[src/rtl/smr_pkg.sv]
package smr_pkg;

  typedef enum logic [1:0] {
    RA_CNT_HI   = 2'd0,
    RA_CNT_LO   = 2'd1,
    RA_HS_WIDTH = 2'd2,
    RA_POLARITY = 2'd3
  } reg_addr_e;

  localparam int POL_N   = 4;
  localparam int POL_HS  = 3;
  localparam int POL_VS  = 2;
  localparam int POL_DE  = 1;
  localparam int POL_FLD = 0;

  // Output level for a given polarity bit: 1 keeps the level, 0 inverts it.
  function automatic logic pol_apply(input logic level, input logic pol);
    return pol ? level : ~level;
  endfunction

endpackage

[src/rtl/smr_line_counter.sv]
module smr_line_counter #(
  parameter int CNT_W = 12
) (
  input  logic             clk,
  input  logic             rst_n,
  input  logic             hs_rise,
  input  logic             vs_rise,
  output logic [CNT_W-1:0] work_cnt,
  output logic [CNT_W-1:0] count_q
);

  localparam logic [CNT_W-1:0] CNT_MAX = '1;

  function automatic logic [CNT_W-1:0] sat_inc(input logic [CNT_W-1:0] v);
    return (v == CNT_MAX) ? v : v + 1'b1;
  endfunction

  always_ff @(posedge clk) begin
    if (!rst_n) begin
      work_cnt <= '0;
      count_q  <= '0;
    end else if (vs_rise) begin
      count_q  <= work_cnt;
      work_cnt <= {{(CNT_W-1){1'b0}}, hs_rise};
    end else if (hs_rise) begin
      work_cnt <= sat_inc(work_cnt);
    end
  end

endmodule

[src/rtl/smr_hs_regen.sv]
module smr_hs_regen #(
  parameter int WID_W = 8
) (
  input  logic             clk,
  input  logic             rst_n,
  input  logic             hs_rise,
  input  logic [WID_W-1:0] width,
  output logic             pulse_on,
  output logic [WID_W-1:0] left_q
);

  // A zero width still produces a one-clock pulse.
  function automatic logic [WID_W-1:0] eff_width(input logic [WID_W-1:0] w);
    return (w == '0) ? {{(WID_W-1){1'b0}}, 1'b1} : w;
  endfunction

  always_ff @(posedge clk) begin
    if (!rst_n) begin
      left_q <= '0;
    end else if (hs_rise) begin
      left_q <= eff_width(width);
    end else if (left_q != '0) begin
      left_q <= left_q - 1'b1;
    end
  end

  assign pulse_on = (left_q != '0);

endmodule

[src/rtl/smr_regs.sv]
module smr_regs
  import smr_pkg::*;
#(
  parameter int CNT_W     = 12,
  parameter int WID_W     = 8,
  parameter int WID_RESET = 32
) (
  input  logic             clk,
  input  logic             rst_n,
  input  logic             wr,
  input  logic             rd,
  input  logic [1:0]       addr,
  input  logic [7:0]       wdata,
  input  logic [CNT_W-1:0] count,
  output logic [7:0]       rdata,
  output logic [WID_W-1:0] width,
  output logic [POL_N-1:0] pol,
  output logic [7:0]       snap_lo
);

  localparam logic [WID_W-1:0] WID_INIT = WID_W'(WID_RESET);

  logic [7:0] hi_byte;
  assign hi_byte = 8'(count >> 8);

  always_ff @(posedge clk) begin
    if (!rst_n) begin
      width   <= WID_INIT;
      pol     <= '1;
      snap_lo <= '0;
    end else begin
      if (wr) begin
        case (addr)
          RA_HS_WIDTH: width <= WID_W'(wdata);
          RA_POLARITY: pol   <= wdata[POL_N-1:0];
          default: ;
        endcase
      end
      if (rd && addr == RA_CNT_HI) snap_lo <= count[7:0];
    end
  end

  always_comb begin
    case (addr)
      RA_CNT_HI:   rdata = hi_byte;
      RA_CNT_LO:   rdata = snap_lo;
      RA_HS_WIDTH: rdata = 8'(width);
      default:     rdata = 8'(pol);
    endcase
  end

endmodule

[src/rtl/sync_measure_regen.sv]
module sync_measure_regen
  import smr_pkg::*;
#(
  parameter int CNT_W     = 12,
  parameter int WID_W     = 8,
  parameter int WID_RESET = 32
) (
  input  logic       clk,
  input  logic       rst_n,
  input  logic       hs_in,
  input  logic       vs_in,
  input  logic       de_in,
  input  logic       fld_in,
  input  logic       reg_wr,
  input  logic       reg_rd,
  input  logic [1:0] reg_addr,
  input  logic [7:0] reg_wdata,
  output logic [7:0] reg_rdata,
  output logic       hs_out,
  output logic       vs_out,
  output logic       de_out,
  output logic       fld_out
);

  logic             hs_q, vs_q, de_q, fld_q;
  logic             hs_rise, vs_rise;
  logic [CNT_W-1:0] work_cnt, count_q;
  logic [WID_W-1:0] width, left_q;
  logic [POL_N-1:0] pol;
  logic [7:0]       snap_lo;
  logic             pulse_on;
  logic [POL_N-1:0] level_vec, out_vec;

  always_ff @(posedge clk) begin
    if (!rst_n) begin
      hs_q  <= 1'b0;
      vs_q  <= 1'b0;
      de_q  <= 1'b0;
      fld_q <= 1'b0;
    end else begin
      hs_q  <= hs_in;
      vs_q  <= vs_in;
      de_q  <= de_in;
      fld_q <= fld_in;
    end
  end

  assign hs_rise = hs_in & ~hs_q;
  assign vs_rise = vs_in & ~vs_q;

  smr_line_counter #(.CNT_W(CNT_W)) u_count (
    .clk      (clk),
    .rst_n    (rst_n),
    .hs_rise  (hs_rise),
    .vs_rise  (vs_rise),
    .work_cnt (work_cnt),
    .count_q  (count_q)
  );

  smr_hs_regen #(.WID_W(WID_W)) u_regen (
    .clk      (clk),
    .rst_n    (rst_n),
    .hs_rise  (hs_rise),
    .width    (width),
    .pulse_on (pulse_on),
    .left_q   (left_q)
  );

  smr_regs #(.CNT_W(CNT_W), .WID_W(WID_W), .WID_RESET(WID_RESET)) u_regs (
    .clk     (clk),
    .rst_n   (rst_n),
    .wr      (reg_wr),
    .rd      (reg_rd),
    .addr    (reg_addr),
    .wdata   (reg_wdata),
    .count   (count_q),
    .rdata   (reg_rdata),
    .width   (width),
    .pol     (pol),
    .snap_lo (snap_lo)
  );

  always_comb begin
    level_vec          = '0;
    level_vec[POL_HS]  = pulse_on;
    level_vec[POL_VS]  = vs_q;
    level_vec[POL_DE]  = de_q;
    level_vec[POL_FLD] = fld_q;
  end

  for (genvar i = 0; i < POL_N; i++) begin : g_pol
    assign out_vec[i] = pol_apply(level_vec[i], pol[i]);
  end

  assign hs_out  = out_vec[POL_HS];
  assign vs_out  = out_vec[POL_VS];
  assign de_out  = out_vec[POL_DE];
  assign fld_out = out_vec[POL_FLD];

endmodule

[config.mk]
export PLATFORM = sky130hd
export DESIGN_NAME = sync_measure_regen
export DESIGN_NICKNAME = d
export VERILOG_FILES = /design/src/rtl/smr_pkg.sv /design/src/rtl/smr_line_counter.sv /design/src/rtl/smr_hs_regen.sv /design/src/rtl/smr_regs.sv /design/src/rtl/sync_measure_regen.sv
export SDC_FILE = /design/constraint.sdc
export NUM_CORES = 1
export LEC_CHECK = 0
export ABC_AREA = 1
export BUFFER_PORTS_ARGS = -buffer_cell sky130_fd_sc_hd__buf_2
export CORE_MARGIN = 3
export CORE_UTILIZATION = 53
export CTS_BUF_LIST = sky130_fd_sc_hd__clkbuf_4
export CTS_CLUSTER_SIZE = 20
export DETAILED_ROUTE_END_ITERATION = 8
export MAX_ROUTING_LAYER = met4
export PLACE_DENSITY_LB_ADDON = 0.08
export SLEW_MARGIN = 10
export SYNTH_ARGS = -nofsm -noshare
export SYNTH_HDL_FRONTEND = slang
export SYNTH_SLANG_ARGS = --single-unit
[constraint.sdc]
create_clock -name clk -period 1.5 [get_ports clk]
set_clock_uncertainty 0.1 [all_clocks]
set_input_delay 0.225 -clock clk [delete_from_list [all_inputs] [get_ports clk]]
set_output_delay 0.225 -clock clk [all_outputs]
set_load 0.05 [all_outputs]
==> results_dict.tcl, run 1 <==
set metrics [dict create \
    status "finished, violations left" \
    violations "negative setup slack" \
    peakVddDrop_uv 794.9 \
    fin_area_um2 3761 \
    drt-initial-drc-count 226 \
    floorplan.initialDensity 0.5742 \
    synth_edf_count 0 \
    path_clk_slew_ns 0.17 \
    drc 0 \
    crit_slowest_cell "dfxtp_2" \
    clockRootBuffer "clkbuf_4" \
    endpoint_kind "output port" \
    overflow 0 \
    synth_common_cells "nand2_1, dfxtp_1, nor2_1" \
    clkLatencyLatePin_ns 0.39 \
    wl_um 7887 \
    clock-sinks 56 \
    core_region_area_um2 4534 \
    period_minus_slack_ns 1.898 \
    drv_slew 0 \
    avgSynthCellArea_um2 6.943 \
    grt_usage 0.2552 \
    grt_pass1_wl_um 11740 \
    path_max_fanout 2 \
    nets 484 \
    finalPower_mw 4.175 \
    drv_cap 0 \
    grt_pass1_vias 2609 \
    crit_family "flip-flops" \
    nFillCells 265 \
    hp-class "input pin to flop" \
    grt_max_degree 38 \
    die_width_um 76.09 \
    grt-busiest-layer "met2" \
    numCtsBuffers 5 \
    boundaryPins 30 \
    leakagePower_nw 1.654 \
    crit_path_start_kind "flop" \
    synth_cells 375 \
    vias 2886 \
    slowest_delay_ns 0.36 \
    syn2layout_area_growth_pct 44.45 \
    power_density_nw_per_um2 1110 \
    n_antenna_cell 0 \
    synth_area_um2 2604 \
    syn_nets 395 \
    final_antenna_net_count 0 \
    final_cells 529 \
    htree_levels 2 \
    fmax_mhz 527.0 \
    cts.path.max_buffers 2 \
    dp_hpwl_um 4593 \
    hold_viol_final 0 \
    yosysMostFrequentCell "nand2_1" \
    first_pass_iters 5 \
    finalSetupViolCount 7 \
    dieArea_um2 5790 \
    critical_path_class "flop to output port" \
    worst_pin_slew_ns 0.4185 \
    yosysWarnings 0 \
    place_area_um2 3094 \
    routedWlPerCell_um 14.91 \
    via_per_inst 5.456 \
    yosys_register_bits 56 \
    synth_flop_cell "dfxtp_1" \
    relSlewSlack 0.7200 \
    met3_usage 0.04374 \
    grt_use_met1 0.3115 \
    synth_cell_types 22 \
    yosysTopAreaCell "dfxtp_1" \
    cts_tree "done" \
    rows 24 \
    synth_seq_area_share 0.4306 \
    tns_ns -0.5153 \
    die_h_um 76.09 \
    yosys.area.top_type_share 0.4306 \
    rsz0062_at_grt "true" \
    synth.top_cells.by_area "dfxtp_1, nand2_1, nor2_1" \
    async_flop_share 0 \
    place_congestion 0.8672 \
    fin_crit_sh 1.265 \
    hold_slack_ns 0.005096 \
    crit_chain "inv_2, ha_4, nand2_4, nor2_4, xor2_4, buf_6" \
    drive_above_1_share 0.3534 \
    dpl.cell_count 495 \
    fin_ws_ns -0.3975 \
    port-buffer-count 29 \
    crit_buf_inv 2 \
    crit_required_ns 1.17 \
    antenna_found_initial 0 \
    met2_usage 0.4113 \
    critPathArrivalTime_ns 1.57 \
]
## state kept, by name, indices dropped and copies added (netlist names)
name,cells
de_q,1
fld_q,1
hs_q,1
u_count.count_q,12
u_count.work_cnt,12
u_regen.left_q,8
u_regs.pol,4
u_regs.snap_lo,8
u_regs.width,8
vs_q,1
## worst min-delay path, delay by kind of cell
kind	cells	cell delay, ns
buf+inv	1	0.08
compound gates	2	0.17
## path summary, 6_finish.rpt
check / start / slack, ns / to / depth (start not counted)
setup reg to reg: u_count.work_cnt[8]$_SDFFE_PP0P_ / -0.04 / u_count.work_cnt[11]$_SDFFE_PP0P_ / 8
setup / recovery: u_regen.left_q[1]$_SDFFE_PN0P_ / -0.40 / hs_out / 6
hold reg to reg: u_regs.width[3]$_SDFFE_PN0P_ / 0.38 / u_regen.left_q[3]$_SDFFE_PN0P_ / 2
hold / removal: reg_wdata[7] / 0.005 / u_regs.width[7]$_SDFFE_PN0P_ / 3
## metrics by stage
step	setup WS, ns	utilization
floorplan	-0.1780	-
global placement	-0.08095	0.6824
detailed placement	-0.1167	0.6824
CTS	-0.3336	0.7666
global route	-0.4392	0.8295
finish	-0.3975	0.8295
## logic make-up (layout without fill, tap and decap cells)
family                   Yosys count  in the layout  share of synthesized area
AND/OR/NAND/NOR                  184            184                     0.3042
buffers and inverters             56            145                    0.08553
AO/OA/AOI/OAI                     66             66                     0.1331
XOR/XNOR                          11             11                    0.03700
flip-flops                        56             56                     0.4306
adder cells (fa/ha/maj)            2              2                   0.009609
## cell type report
cell class,instances,area [um2],share of cell area
Sequential cell,56,1147,0.3051
Inverter,46,177.7,0.04724
Timing Repair Buffer,92,792.0,0.2106
Tap cell,65,81.33,0.02162
Clock inverter,2,12.51,0.003327
Clock buffer,5,37.54,0.009980
Multi-Input combinational cell,263,1513,0.4022
## placed cells by master (no fill, tap or decap), drive strengths merged
cell type,n
clkbuf,6
nand2,86
nand4,9
a31oi,1
nor2,63
clkinv,2
a21oi,27
inv,45
o21ai,34
o2111ai,4
dfxtp,56
dlygate4sd3,8
and2,1
xor2,6
ha,2
buf,83
clkinvlp,1
nand3,25
xnor2,5
## routing by layer
metal | share of wire | up-vias
met5 | 0 | -
met4 | 0.031 | 0
met3 | 0.058 | 28
met2 | 0.50 | 131
met1 | 0.41 | 1350
li1 | - | 1377
## power breakdown
part           leakage [nW]  switching, mW  total (mW)  internal (mW)
Combinational          1.16          0.981        1.79          0.804
Sequential            0.464         0.0955        1.73           1.63
Clock                0.0271          0.489       0.661          0.172
## repair_timing
| action | CTS | global route |
|---|---|---|
| hold buffers | 8 | 0 |
| buffers inserted | 8 | 9 |
| resized for setup | 55 | 52 |
| gates cloned | 1 | 1 |
| hold endpoints to repair | 8 | 0 |
| endpoints found under the setup margin | 27 | 30 |
| pin swaps | 10 | 23 |
Power figures use the tool's default switching activity.
==> run 2, diff against run 1 <==
SYNTH_HIERARCHICAL = 1   (was not set)
==> results_dict.tcl, run 2 <==
set metrics [dict create \
    status "finished, violations left" \
    violations "negative setup slack" \
    slowest_delay_ns 0.35 \
    worst_pin_slew_ns 0.2673 \
    grt_pass1_wl_um 11160 \
    comb_power_share 0.325 \
    fmax_mhz 581.1 \
    vias 2788 \
    power_switching_share 0.3421 \
    n_antenna_cell 0 \
    period_minus_slack_ns 1.721 \
    path_max_fanout 3 \
    clkLatencyLatePin_ns 0.37 \
    cts.path.max_buffers 2 \
    grt_pass1_vias 2507 \
    final_cells 564 \
    syn_nets 448 \
    preCtsSetupSlack_ns 0.009971 \
    critical_path_class "flop to output port" \
    drive_above_1_share 0.2895 \
    final_antenna_net_count 0 \
    yosysMostFrequentCell "nand2_1" \
    routedWlPerCell_um 12.36 \
    crit_slowest_cell "dfxtp_2" \
    dieArea_um2 6390 \
    die_width_um 79.94 \
    drv_cap 0 \
    drv_slew 0 \
    synth_area_um2 2898 \
    synth_cell_types 28 \
    syn2layout_area_growth_pct 28.24 \
    clkPwrFrac 0.222 \
    timing.rr.end "u_count/work_cnt[7]$_SDFFE_PP0P_" \
    synth_flop_cell "dfxtp_1" \
    yosysWarnings 6 \
    power_density_nw_per_um2 1005 \
    via_per_inst 4.943 \
    finalSetupViolCount 1 \
    fin_ws_ns -0.2209 \
    clockRootBuffer "clkbuf_4" \
    yosysTopAreaCell "dfxtp_1" \
    synth.top_cells.by_area "dfxtp_1, nand2_1, nor2_1" \
    crit_path_start_kind "flop" \
    nets 514 \
    numCtsBuffers 5 \
    place_congestion 0.8644 \
    port-buffer-count 29 \
    peakVddDrop_uv 586.9 \
    die_h_um 79.94 \
    dp_hpwl_um 4859 \
    worstHoldStart "reg_wr" \
    dpl.cell_count 533 \
    rr_startpoint "u_count/work_cnt[1]$_SDFFE_PP0P_" \
    yosys.area.top_type_share 0.3869 \
    first_pass_iters 4 \
    crit_required_ns 1.17 \
    htree_levels 2 \
    rows 26 \
    hp-class "input pin to flop" \
    intPower_mw 2.458 \
    r2r_cells 10 \
    grt_max_degree 24 \
    r2r_slack_ns 0.07 \
    fin_util 0.7139 \
    overflow 0 \
    cts_tree "done" \
    hold_end "u_regs/width[5]$_SDFFE_PN1P_" \
    synth_seq_area_share 0.3869 \
    clock-sinks 56 \
    critPathArrivalTime_ns 1.40 \
    async_flop_share 0 \
    path_clk_slew_ns 0.16 \
    wl_um 6971 \
    fin_crit_sh 1.147 \
    antenna_found_initial 0 \
    final_common_cell "nand2_1" \
    seq_power_share 0.453 \
    core_region_area_um2 5205 \
    synth_edf_count 0 \
    synth_cells 427 \
    relSlewSlack 0.8204 \
    p_sw_mw 1.278 \
    grt_usage 0.2223 \
    boundaryPins 30 \
    crit_chain "inv_2, ha_4, nand3_4, inv_2, nand2_2, inv_2, nand2_2, nand2_2, buf_8" \
    min_path_cells 3 \
    hold_viol_final 0 \
    mostFrequentLayoutCells "nand2_1, nor2_1, inv_1, nand3_1, buf_4" \
    rsz0062_at_grt "true" \
    synth_common_cells "nand2_1, nor2_1, dfxtp_1" \
    nFillCells 423 \
    endpoint_kind "output port" \
    drc 0 \
    top_regs "u_count/count_q: 12 flops, u_count/work_cnt: 12 flops" \
    avgSynthCellArea_um2 6.786 \
    leakagePower_nw 1.669 \
    floorplan.initialDensity 0.5567 \
    drt-initial-drc-count 192 \
    yosys_register_bits 56 \
]
## run 2: changes by cell type after synthesis, sizes merged, moves of 2 or more
| cell | change |
|---|---|
| nand2 | +26 |
| o21ai | -14 |
| a21oi | +4 |
| inv | +12 |
| xor2 | +2 |
| nand3b | +2 |
| o2111ai | -4 |
| nor3 | +2 |
| xnor2 | -5 |
| buf | +5 |
| nand3 | +19 |
| nor2 | +3 |
## run 2: worst max path at each step
stage                              startpoint      endpoint  slack [ns]  depth (start not counted)
2_1_floorplan                     reg_addr[1]  reg_rdata[4]       -0.08                          5
3_3_place_gp   u_regen/left_q[1]$_SDFFE_PN0P_        hs_out        0.05                          8
3_5_place_dp   u_regen/left_q[1]$_SDFFE_PN0P_        hs_out        0.01                          8
4_1_cts        u_regen/left_q[1]$_SDFFE_PN0P_        hs_out       -0.26                          9
5_1_grt        u_regen/left_q[0]$_SDFFE_PN0P_        hs_out       -0.31                          9
6_report       u_regen/left_q[0]$_SDFFE_PN0P_        hs_out       -0.22                          9
## run 2: critical path: cells and delay by family, from the launching register on
kind / cells / cell delay, ns
adder cells (fa/ha/maj): 1 / 0.14
buffers and inverters: 4 / 0.31
AND/OR/NAND/NOR: 4 / 0.23
flip-flops: 1 / 0.35
## run 2: cell type report
class	instances	area (um2)	share of cell area
Timing Repair Buffer	73	589.3	0.1586
Multi-Input combinational cell	300	1565	0.4212
Clock inverter	3	42.54	0.01145
Clock buffer	5	37.54	0.01010
Tap cell	70	87.58	0.02357
Inverter	57	221.5	0.05960
Sequential cell	56	1172	0.3155
## run 2: power groups by stage
stage | Clock, mW | Sequential [mW] | Combinational, mW
global placement | 0 | 1.71 | 1.01
detailed placement | 0 | 1.71 | 1.03
floorplan | 0 | 1.69 | 0.774
CTS | 0.847 | 1.68 | 1.15
finish | 0.830 | 1.69 | 1.21
global route | 0.906 | 1.70 | 1.33
## run 2: cell families after synthesis
logic type,count (synthesis),synth area share
xor+xnor,8,0.02418
fa+ha+maj,3,0.01295
compound gates,53,0.09326
buf+inv,72,0.1071
simple gates,235,0.3756
flops,56,0.3869
## run 2: repair_timing
action,CTS,global route
pin swaps,4,12
hold buffers,12,0
cloned,0,1
resized for setup,35,49
hold endpoints to repair,16,0
setup endpoints to repair,11,23
buffers inserted,2,8
## run 2: per-layer routing
layer / GRT usage / routed length (um)
met5: - / 0
met1: 0.2972 / 3227
met3: 0.03612 / 333
met4: 0.04730 / 80
met2: 0.3560 / 3329
## run 2: through the flow
step	TNS, ns	area [um2]	hold slack (ns)	power, mW
floorplan	-0.2275	2903	0.2185	2.462
global placement	0	3224	0.3075	2.715
detailed placement	0	3224	0.3099	2.740
CTS	-0.2584	3516	0.03271	3.683
global route	-0.4480	3716	0.03763	3.938
finish	-0.2209	3716	0.05989	3.735
==> run 3, diff against run 2 <==
CORE_UTILIZATION = 48   (was 53)
clock period = 2.2 ns   (was 1.5 ns; I/O delays follow)
==> results_dict.tcl, run 3 (synthesis results as in run 2) <==
set metrics [dict create \
    fin_util 0.5551 \
    power_density_nw_per_um2 720.5 \
    r2r_cells 10 \
    hold_viol_final 0 \
    clock-sinks 56 \
    fin_ws_ns 0.1643 \
    status "complete, no violations" \
    n_antenna_cell 0 \
    overflow 0 \
    vias 2637 \
    syn2layout_area_growth_pct 8.722 \
    wl_um 6351 \
    antenna_found_initial 0 \
    postCtsSetupBuffers 0 \
    boundaryPins 30 \
    r2r_slack_ns 0.53 \
    crit_family "buffers and inverters" \
    final_antenna_net_count 0 \
    rsz0062_at_grt "false" \
    drv_slew 0 \
    hold_end "hs_q$_SDFF_PN0_" \
    drv_cap 0 \
    die_width_um 83.70 \
    preCtsSetupSlack_ns 0.5057 \
    min_path_cells 3 \
    nFillCells 581 \
    drc 0 \
    critPathArrivalTime_ns 1.61 \
    floorplan.initialDensity 0.5106 \
    cts.path.max_buffers 2 \
    peakVddDrop_uv 399.7 \
    seqCellArea_um2 1121 \
    mostFrequentLayoutCells "nand2_1, nor2_1, dfxtp_1, inv_1, nand3_1" \
    path_clk_slew_ns 0.17 \
    worstHoldStart "hs_in" \
    fin_crit_sh 0.9253 \
    worst_pin_slew_ns 0.3254 \
    port-buffer-count 29 \
    drt-initial-drc-count 139 \
    critical_path_class "flop to output port" \
    place_congestion 0.8498 \
    crit_slowest_cell "dfxtp_1" \
    endpoint_kind "output port" \
    rr_startpoint "u_count/work_cnt[0]$_SDFFE_PN0P_" \
    routedWlPerCell_um 12.07 \
    crit_required_ns 1.77 \
    tns_ns 0 \
    cts_tree "done" \
    period_minus_slack_ns 2.036 \
    timing.rr.end "u_count/work_cnt[7]$_SDFFE_PP0P_" \
    die_h_um 83.70 \
    slowest_delay_ns 0.34 \
    rows 27 \
    nets 474 \
    path_max_fanout 6 \
    fmax_mhz 491.2 \
    clkLatencyLatePin_ns 0.38 \
    clockRootBuffer "clkbuf_4" \
    numCtsBuffers 5 \
    finalSetupViolCount 0 \
    grt_usage 0.1922 \
    drive_above_1_share 0.1454 \
    relSlewSlack 0.7830 \
    grt_max_degree 29 \
    grt_pass1_wl_um 10900 \
    cp-startpoint "u_regen/left_q[0]$_SDFFE_PN0P_" \
    crit_path_start_kind "flop" \
    first_pass_iters 4 \
    crit_buf_inv 4 \
    dp_hpwl_um 4783 \
    core_region_area_um2 5675 \
    dieArea_um2 7006 \
    hp-class "input pin to flop" \
    leakagePower_nw 1.434 \
    top_regs "u_count/count_q: 12 flops, u_count/work_cnt: 12 flops" \
    grt_pass1_vias 2387 \
    htree_levels 2 \
    final_common_cell "nand2_1" \
    multi_input_area_um2 1466 \
    via_per_inst 5.013 \
    crit_chain "inv_2, ha_1, nand3_4, inv_1, nand2_2, inv_1, nand2_1, nand2_1, clkbuf_4" \
]
run 3: cell types whose count changed in the layout (fill, tap and decap cells not counted), moves of 7 or more:
| cell | change |
|---|---|
| buf_4 | -29 |
| buf_2 | +11 |
| dlygate4sd3_1 | -11 |
| buf_6 | -9 |
| dfxtp_4 | -7 |
| dfxtp_2 | -20 |
| dfxtp_1 | +27 |
run 3: per-stage QoR:
step | hold WS, ns | cell area [um2] | total power, mW | std cells
after detailed placement | 0.3721 | 3074 | 1.804 | 517
after global routing | 0.00007444 | 3151 | 2.425 | 526
after floorplan | 0.3235 | 2898 | 1.674 | 427
final | 0.01922 | 3151 | 2.270 | 526
after CTS | 0.003374 | 3148 | 2.288 | 526
after global placement | 0.3702 | 3074 | 1.793 | 517
run 3: what timing repair did:
action / in CTS / in global routing
endpoints found under the setup margin: 0 / 1
resized for setup: 0 / 2
endpoints found under the hold margin: 1 / 0
hold buffers: 1 / 0
run 3: worst max path at each step:
stage	end	slack (ns)	cells past startpoint
2_1_floorplan	reg_rdata[4]	0.41	5
3_3_place_gp	hs_out	0.54	9
3_5_place_dp	hs_out	0.51	9
4_1_cts	hs_out	0.06	9
5_1_grt	hs_out	0.002	9
6_report	hs_out	0.16	9
run 3: worst register-to-register path, cell delays in order, from the launching register on:
cell and delay [ns]:
dfxtp_1 0.45, ha_1 0.24, nand2_1 0.08, nor2_2 0.18
nand3_4 0.15, nand2_8 0.13, inv_4 0.07, nand2_1 0.06
nand2_1 0.05, inv_2 0.04, nor2_1 0.03
run 3: routing by layer:
layer / vias to the layer above / GRT usage / wire [um]
met3: 9 / 0.03159 / 239
met5: - / - / 0
met4: 0 / 0.05409 / 85
met2: 42 / 0.3044 / 2938
li1: 1394 / - / -
met1: 1192 / 0.2543 / 3088
run 3: where the power goes:
group / switching [mW] / internal, mW
combinational: 0.426 / 0.217
clock: 0.346 / 0.134
sequential: 0.0573 / 1.09
run 3: final cells by class:
type | count | share of cell area
multi-input cells | 299 | 0.4655
flip-flops and latches | 56 | 0.3558
inverters | 57 | 0.07029
repair buffers | 34 | 0.05957
well taps | 72 | 0.02859
clock buffers | 5 | 0.01191
clock inverters | 3 | 0.008340
